$ cat src/rtl/dram_map_pkg.sv
package dram_map_pkg;
  typedef enum logic [1:0] {
    CLS_HIT      = 2'd0,
    CLS_MISS     = 2'd1,
    CLS_CONFLICT = 2'd2
  } cls_e;
endpackage

$ cat src/rtl/dram_addr_split.sv
module dram_addr_split #(
  parameter int DUAL_RANK  = 1,
  parameter int BANK_MAJOR = 1,
  parameter int BANK_W     = 3,
  parameter int ROW_W      = 15,
  parameter int COL_W      = 10,
  parameter int LSB_W      = 4,
  parameter int BURST_BITS = 3,
  parameter int ADDR_W     = DUAL_RANK + BANK_W + ROW_W + COL_W + LSB_W
) (
  input  logic [ADDR_W-1:0] addr_i,
  output logic              rank_o,
  output logic [BANK_W-1:0] bank_o,
  output logic [ROW_W-1:0]  row_o,
  output logic [COL_W-1:0]  col_o
);
  localparam int COL_LO  = LSB_W;
  localparam int MID_LO  = LSB_W + COL_W;
  localparam int BANK_LO = BANK_MAJOR != 0 ? MID_LO + ROW_W : MID_LO;
  localparam int ROW_LO  = BANK_MAJOR != 0 ? MID_LO : MID_LO + BANK_W;
  localparam int RANK_AT = MID_LO + ROW_W + BANK_W;
  localparam int DROP_W  = LSB_W + BURST_BITS;

  assign bank_o = addr_i[BANK_LO +: BANK_W];
  assign row_o  = addr_i[ROW_LO +: ROW_W];
  // burst of 8 is always aligned
  assign col_o  = {addr_i[COL_LO + BURST_BITS +: COL_W - BURST_BITS], {BURST_BITS{1'b0}}};

  logic unused_low;
  assign unused_low = ^addr_i[DROP_W-1:0];

  generate
    if (DUAL_RANK != 0) begin : g_rank
      assign rank_o = addr_i[RANK_AT];
    end else begin : g_single
      assign rank_o = 1'b0;
    end
  endgenerate
endmodule

$ cat src/rtl/dram_open_rows.sv
module dram_open_rows
  import dram_map_pkg::*;
#(
  parameter int LB_W  = 4,
  parameter int ROW_W = 15
) (
  input  logic             clk_i,
  input  logic             rst_ni,
  input  logic [LB_W-1:0]  lk_bank_i,
  input  logic [ROW_W-1:0] lk_row_i,
  input  logic             act_i,
  input  logic [LB_W-1:0]  act_bank_i,
  input  logic [ROW_W-1:0] act_row_i,
  input  logic             pre_i,
  input  logic [LB_W-1:0]  pre_bank_i,
  input  logic             pre_all_i,
  output cls_e             lk_cls_o
);
  localparam int NB = 1 << LB_W;

  logic [NB-1:0]    open_q;
  logic [ROW_W-1:0] row_q [NB];

  always_ff @(posedge clk_i or negedge rst_ni) begin
    if (!rst_ni) begin
      open_q <= '0;
      for (int b = 0; b < NB; b++) row_q[b] <= '0;
    end else begin
      for (int b = 0; b < NB; b++) begin
        if (act_i && act_bank_i == LB_W'(b)) begin
          open_q[b] <= 1'b1;
          row_q[b]  <= act_row_i;
        end else if (pre_all_i || (pre_i && pre_bank_i == LB_W'(b))) begin
          open_q[b] <= 1'b0;
        end
      end
    end
  end

  // lookup sees pre-update state
  always_comb begin
    if (!open_q[lk_bank_i])                lk_cls_o = CLS_MISS;
    else if (row_q[lk_bank_i] == lk_row_i) lk_cls_o = CLS_HIT;
    else                                   lk_cls_o = CLS_CONFLICT;
  end
endmodule

$ cat src/rtl/dram_row_mapper.sv
module dram_row_mapper
  import dram_map_pkg::*;
#(
  parameter int DUAL_RANK  = 1,
  parameter int BANK_MAJOR = 1,
  parameter int BANK_W     = 3,
  parameter int ROW_W      = 15,
  parameter int COL_W      = 10,
  parameter int LSB_W      = 4,
  parameter int BURST_BITS = 3,
  localparam int LB_W      = BANK_W + DUAL_RANK,
  localparam int ADDR_W    = DUAL_RANK + BANK_W + ROW_W + COL_W + LSB_W
) (
  input  logic              clk_i,
  input  logic              rst_ni,
  input  logic              req_i,
  input  logic [ADDR_W-1:0] addr_i,
  input  logic              wr_i,
  input  logic              act_i,
  input  logic [LB_W-1:0]   act_bank_i,
  input  logic [ROW_W-1:0]  act_row_i,
  input  logic              pre_i,
  input  logic [LB_W-1:0]   pre_bank_i,
  input  logic              pre_all_i,
  output logic              vld_o,
  output logic              wr_o,
  output logic              rank_o,
  output logic [BANK_W-1:0] bank_o,
  output logic [LB_W-1:0]   lbank_o,
  output logic [ROW_W-1:0]  row_o,
  output logic [COL_W-1:0]  col_o,
  output logic [1:0]        cls_o
);
  logic              rank_w;
  logic [BANK_W-1:0] bank_w;
  logic [ROW_W-1:0]  row_w;
  logic [COL_W-1:0]  col_w;
  logic [LB_W-1:0]   lbank_w;
  cls_e              cls_w;

  dram_addr_split #(
    .DUAL_RANK (DUAL_RANK),
    .BANK_MAJOR(BANK_MAJOR),
    .BANK_W    (BANK_W),
    .ROW_W     (ROW_W),
    .COL_W     (COL_W),
    .LSB_W     (LSB_W),
    .BURST_BITS(BURST_BITS),
    .ADDR_W    (ADDR_W)
  ) u_split (
    .addr_i(addr_i),
    .rank_o(rank_w),
    .bank_o(bank_w),
    .row_o (row_w),
    .col_o (col_w)
  );

  generate
    if (DUAL_RANK != 0) begin : g_lb_dual
      assign lbank_w = {rank_w, bank_w};
    end else begin : g_lb_single
      assign lbank_w = bank_w;
    end
  endgenerate

  dram_open_rows #(
    .LB_W (LB_W),
    .ROW_W(ROW_W)
  ) u_rows (
    .clk_i     (clk_i),
    .rst_ni    (rst_ni),
    .lk_bank_i (lbank_w),
    .lk_row_i  (row_w),
    .act_i     (act_i),
    .act_bank_i(act_bank_i),
    .act_row_i (act_row_i),
    .pre_i     (pre_i),
    .pre_bank_i(pre_bank_i),
    .pre_all_i (pre_all_i),
    .lk_cls_o  (cls_w)
  );

  always_ff @(posedge clk_i or negedge rst_ni) begin
    if (!rst_ni) begin
      vld_o   <= 1'b0;
      wr_o    <= 1'b0;
      rank_o  <= 1'b0;
      bank_o  <= '0;
      lbank_o <= '0;
      row_o   <= '0;
      col_o   <= '0;
      cls_o   <= CLS_MISS;
    end else begin
      vld_o <= req_i;
      if (req_i) begin
        wr_o    <= wr_i;
        rank_o  <= rank_w;
        bank_o  <= bank_w;
        lbank_o <= lbank_w;
        row_o   <= row_w;
        col_o   <= col_w;
        cls_o   <= cls_w;
      end
    end
  end
endmodule

$ cat config.mk
export PLATFORM = sky130hd
export DESIGN_NAME = dram_row_mapper
export DESIGN_NICKNAME = d
export VERILOG_FILES = /design/src/rtl/dram_map_pkg.sv /design/src/rtl/dram_addr_split.sv /design/src/rtl/dram_open_rows.sv /design/src/rtl/dram_row_mapper.sv
export SDC_FILE = /design/constraint.sdc
export NUM_CORES = 1
export LEC_CHECK = 0
export BUFFER_PORTS_ARGS = -buffer_cell sky130_fd_sc_hd__buf_2
export CELL_PAD_IN_SITES_DETAIL_PLACEMENT = 1
export CELL_PAD_IN_SITES_GLOBAL_PLACEMENT = 1
export CORE_MARGIN = 2
export CORE_UTILIZATION = 45
export CTS_CLUSTER_DIAMETER = 60
export DETAILED_ROUTE_END_ITERATION = 6
export PLACE_DENSITY = 0.71
export SYNTH_ARGS = -nofsm -noshare
export SYNTH_HDL_FRONTEND = slang
export SYNTH_SLANG_ARGS = --single-unit
$ cat constraint.sdc
create_clock -name clk_i -period 3.6 [get_ports clk_i]
set_input_delay 0.72 -clock clk_i [delete_from_list [all_inputs] [get_ports clk_i]]
set_output_delay 0.72 -clock clk_i [all_outputs]
set_load 0.01 [all_outputs]
Word level (Yosys, flattened, before mapping)
Index checks and enable logic that the tools add are counted.
{"block": "word_totals", "ff_bits": 290, "output_inout_bits": 37, "wordCells": 179}
{"block": "op_classes", "n_lt_le_gt_ge": 2, "n_eq_ne": 31, "mux": 39, "bitwise_logic": 1, "n_reduce_logical": 66}
{"cell": "$eq A4 B4 Y1 const B", "count": 16}
{"cell": "$bmux W15 S4", "count": 1}
{"cell": "$mux W1", "count": 33}
{"cell": "$eq A4 B3 Y1 const B", "count": 8}
{"cell": "$logic_and A1 B1 Y1", "count": 32}
{"cell": "$reduce_bool A2 Y1", "count": 16}
{"cell": "$mux W15", "count": 2}
{"cell": "$eq A4 B2 Y1 const B", "count": 4}
{"cell": "$logic_or A1 B1 Y1", "count": 16}
{"cell": "$eq A15 B15 Y1", "count": 1}
{"cell": "$eq A4 B1 Y1 const B", "count": 2}
{"cell": "$logic_not A4 Y1", "count": 2}
{"cell": "$ge A5 B5 Y1 const B", "count": 1}
{"cell": "$lt A4 B5 Y1 const B", "count": 1}
{"cell": "$not A4 Y5", "count": 1}
{"cell": "$bmux W1 S4", "count": 1}
{"cell": "$mux W2", "count": 2}

Logic depth before layout (Yosys ltp)
{"block": "depth", "ltp_word": 7, "ltp_mapped": 9, "ltp_nobuf": 7}

Hierarchy
From an unflattened synthesis, not the netlist that was laid out.
{"block": "hier_totals", "cells_unflattened": 869, "hier_area_um2": 13586.8}
{"module": "dram_open_rows", "n_inst": 1, "cells_each": 766, "area_per_inst_um2": 11964.0}
{"module": "dram_row_mapper", "n_inst": 1, "cells_each": 73, "area_per_inst_um2": 1401.3}
{"module": "dram_addr_split", "n_inst": 1, "cells_each": 30, "area_per_inst_um2": 221.5}

Worst setup path before layout
Ideal clock, no wire load.
{"block": "synth_timing", "path_kind": "input to register", "from": "in addr_i[29]", "to": "reg cls_o[1]", "setup_time_ns": 0.136, "t_arrival_ns": 2.470, "required_ns": 3.464, "setup_slack_ns": 0.995, "stages": 8, "path_buffers": 2, "path_cell_list": "buf_6 buf_2 mux4_2 xor2_1 o31ai_1 o211ai_1 nor4_1 a31oi_1"}
{"block": "synth_between", "elab_chain_len": 7}
{"element": "start: declaration", "line_no": "dram_row_mapper.sv:17", "rtl": "input logic [ADDR_W-1:0] addr_i,"}
{"element": "$not A4 Y5 (implied by the code)", "line_no": "dram_open_rows.sv:43", "rtl": "else if (row_q[lk_bank_i] == lk_row_i) lk_cls_o = CLS_HIT;"}
{"element": "$bmux W15 S4", "line_no": "dram_open_rows.sv:43"}
{"element": "$mux W15 (implied by the code) (2 in series)", "line_no": "dram_open_rows.sv:43"}
{"element": "$eq A15 B15 Y1", "line_no": "dram_open_rows.sv:43"}
{"element": "$mux W2", "line_no": "dram_open_rows.sv:43"}
{"element": "$mux W2 (*)", "line_no": "dram_open_rows.sv:42", "rtl": "if (!open_q[lk_bank_i]) lk_cls_o = CLS_MISS;"}
{"element": "end signal: assignment", "line_no": "dram_row_mapper.sv:102", "rtl": "cls_o <= cls_w;"}
{"element": "end: declaration", "line_no": "dram_row_mapper.sv:32", "rtl": "output logic [1:0] cls_o"}
Mark *: on every way between the ends. The rest lies on a longest branch, timed or not. The select of a mux whose other input is x is not followed.
A chain may end at the register's enable or synchronous reset.

Worst setup path after layout
{"block": "layout_timing", "from": "in addr_i[30]", "to": "reg cls_o[1]"}
Same word-level chain as after synthesis.

==> metrics.cfg <==
[status]
status=complete, no violations

[sta]
worst_slew_pin_slew_ns=0.798
fmax_mhz=376
finalMaxSlewViolations=0
skew_ns=0.00878
slew_headroom_pct=46.8
whs_ns=0.199
timing.final.crit_share_pct=73.8
fin_tns_setup_ns=0
hold_viol=0
final-setup-viol-count=0
layout_min_cycle_time_ns=2.66
rsz0062_at_grt=false

[floorplanning]
coreArea_um2=28700
start_util_pct=45.6
die_h_um=175
design.die.area_um2=30500
fp-row-count=62
ioPinCount=100
die_w_um=175

[clock_network]
clk_latency_ns=0.51
clkTransAtPathRegs_ns=0.06
tritoncts=yes
ctsHoldBuffers=0
cts-buffers-inserted=34
cts.repair.resized=0
clkSinkCount=286
post_cts_buffers=0
cts_buffer_depth=3
h-tree-depth=2
root_buffer=clkbuf_16

[route]
vias_per_cell=5.71
vias=7667
wl_met1_mm=14.6
dr.pass1.iters=4
wl_per_cell_um=24.2
first_iter_violations=444
drc=0
wl_mm=32.5
ant_nets=0
highest_layer=met4
route.met3.wl_mm=1.45
dr_wl_met2_mm=15.9

[synthesis]
synth_area_um2=13100
synthArstFlopShare_pct=100
synthMuxAreaShare_pct=35.9
netlist.area_leader.share_pct=54.5
synth-xor-area-share_pct=2.01
synthTopCellsByArea=dfrtp_1, mux2_2, mux4_2
yosys.area_share.simple_pct=2.50
yosysSeqAreaShare_pct=54.7
synth-adder-area-share_pct=0
synth_warnings=0
syn_area_per_cell_um2=15.5
synth_edf_count=0
synth-compound-area-share_pct=2.18
synth_top_family_by_area=multiplexers
yosysUniqueCellTypes=41
yosysTopAreaCell=dfrtp_1
syn_inst=843
synth-seq-cells=286
synthFlopType=dfrtp_1

[pwr]
powerDensity_nw_per_um2=612
swShare_pct=24.5
p_sw_uw=2270
vdd_drop_max_mv=0.281
clkPwrFrac_pct=37.3
internal-power_uw=7000
power_frac_comb_pct=17.2
p_seq_share_pct=45.5
leakage_uw=0.00656

[finish]
layout.nets=998
fillers=2779
syn_to_final_growth_pct=15.7
fin_util_pct=52.8
antennaDiodeCount=0
drive_gt1_share_pct=53.9

[critical_path]
critical_path.cell_chain=buf_2, buf_12, mux4_2, nor2b_1, a211oi_1, a21oi_1, xor2_1, nor4_1, a31oi_1
cp_top_family=buffers and inverters
criticalPathCategory=in -> reg
endpoint_kind=register
critPathRequiredTime_ns=3.96
slowest_stage=mux4_2
slowest_delay_ns=0.50
start_kind=input port
path_max_fanout=13
cp.arrival_ns=3.02
cp.buffers_inverters=2

[global_routing]
grtUsageTotal_pct=22.1
grt_pass1_wl_mm=51.1
grt_max_degree=79
antenna_found_initial=0
grt_overflow=0
grt_pass1_vias=8302

[min_path]
hold_class=in -> async

[placement]
dp_hpwl_mm=20.0
place_congestion=0.725
io_buffer_count=89

[flow_run]
cap_violations=0

-- registers in the layout, indices dropped and copies added, names as in the netlist --
register       cells
lbank_o            1
rank_o             1
u_rows.row_q     240
u_rows.open_q     16
bank_o             2
cls_o              2
row_o             15
wr_o               1
vld_o              1
col_o              7
-- kinds of logic after synthesis --
logic type      count (synthesis)
flops                         286
simple gates                   65
other cells                     1
buf+inv                        67
xor+xnor                       30
compound gates                 40
mux                           354
-- worst paths after layout --
kind,endpoint,depth (start not counted),slack (ns),startpoint
worst max-delay path,cls_o[1],9,0.94,addr_i[30]
worst min-delay path,u_rows.row_q[149],1,0.20,rst_ni
worst max register to register,cls_o[1],7,1.13,u_rows.row_q[211]
worst min register to register,u_rows.row_q[157],1,0.50,u_rows.row_q[157]
max in group asynchronous,cls_o[0],2,2.48,rst_ni
min in group clk_i,wr_o,2,0.45,wr_i
-- stage by stage --
stage               std cells  setup WS (ns)  cell area, µm²  power [µW]
finish                   1342          0.943           15100        9270
global placement         1283          0.419           14000        5770
global route             1342          0.788           15100        9700
floorplan                 845          0.995           13100        5350
detailed placement       1283          0.386           14000        5870
CTS                      1342          0.907           15100        9360
-- worst register-to-register path: cells and delay by family (launching register included) --
family	cells	cell delay, ns
AND/OR/NAND/NOR	2	0.88
multiplexers	1	0.52
AO/OA/AOI/OAI	3	0.41
flip-flops	1	0.38
XOR/XNOR	1	0.15
-- placed cells by master, fill, tap and decap left out, drive strengths merged, types with 3 or more instances in the layout --
| cell type | synthesis | layout |
|---|---|---|
| dfrtp | 285 | 285 |
| mux2 | 267 | 267 |
| buf | 29 | 120 |
| mux4 | 65 | 65 |
| clkbuf | 37 | 55 |
| mux2i | 22 | 22 |
| nand2 | 19 | 19 |
| xnor2 | 16 | 16 |
| xor2 | 14 | 14 |
| nor2 | 13 | 13 |
| o211ai | 11 | 11 |
| nor2b | 8 | 8 |
| o21ai | 7 | 7 |
| nand2b | 6 | 6 |
| a21oi | 5 | 5 |
| nand3 | 4 | 4 |
| a31o | 4 | 4 |
| a32o | 3 | 3 |
| a211oi | 3 | 3 |
| or2 | 3 | 3 |
| conb | 1 | 3 |
-- layout make-up --
| type | count | area, µm² | share of cell area [%] |
|---|---|---|---|
| clock inverters | 4 | 72.6 | 0.479 |
| well taps | 384 | 480 | 3.17 |
| multi-input cells | 492 | 5610 | 37.0 |
| flip-flops and latches | 286 | 7160 | 47.3 |
| inverters | 1 | 3.75 | 0.0248 |
| clock buffers | 55 | 1060 | 7.02 |
| repair buffers | 120 | 753 | 4.97 |
-- synth_stat cells (4+ instances only) --
cell and count:
o211ai_1 11, a21oi_1 5, buf_2 10, xnor2_1 16
buf_6 5, buf_1 6, clkbuf_1 36, mux2i_1 22
nor2b_1 8, nand2b_1 6, nand3_1 4, nand2_1 19
a31o_2 4, mux4_2 63, buf_4 7, mux2_2 267
dfrtp_1 285, xor2_1 14, o21ai_0 7, nor2_1 13
-- power by group through the flow --
stage               sequential [µW]  clock [µW]  combinational [µW]
floorplan                      4160           0                1190
global placement               4220           0                1550
detailed placement             4270           0                1600
CTS                            4220        3530                1620
global route                   4310        3660                1730
finish                         4220        3460                1590
-- routing by layer --
metal,up-vias,GRT usage (%)
li1,3300,-
met1,4157,30.7
met4,0,5.21
met5,-,0
met3,40,3.04
met2,170,37.0
Power figures use the tool's default switching activity.
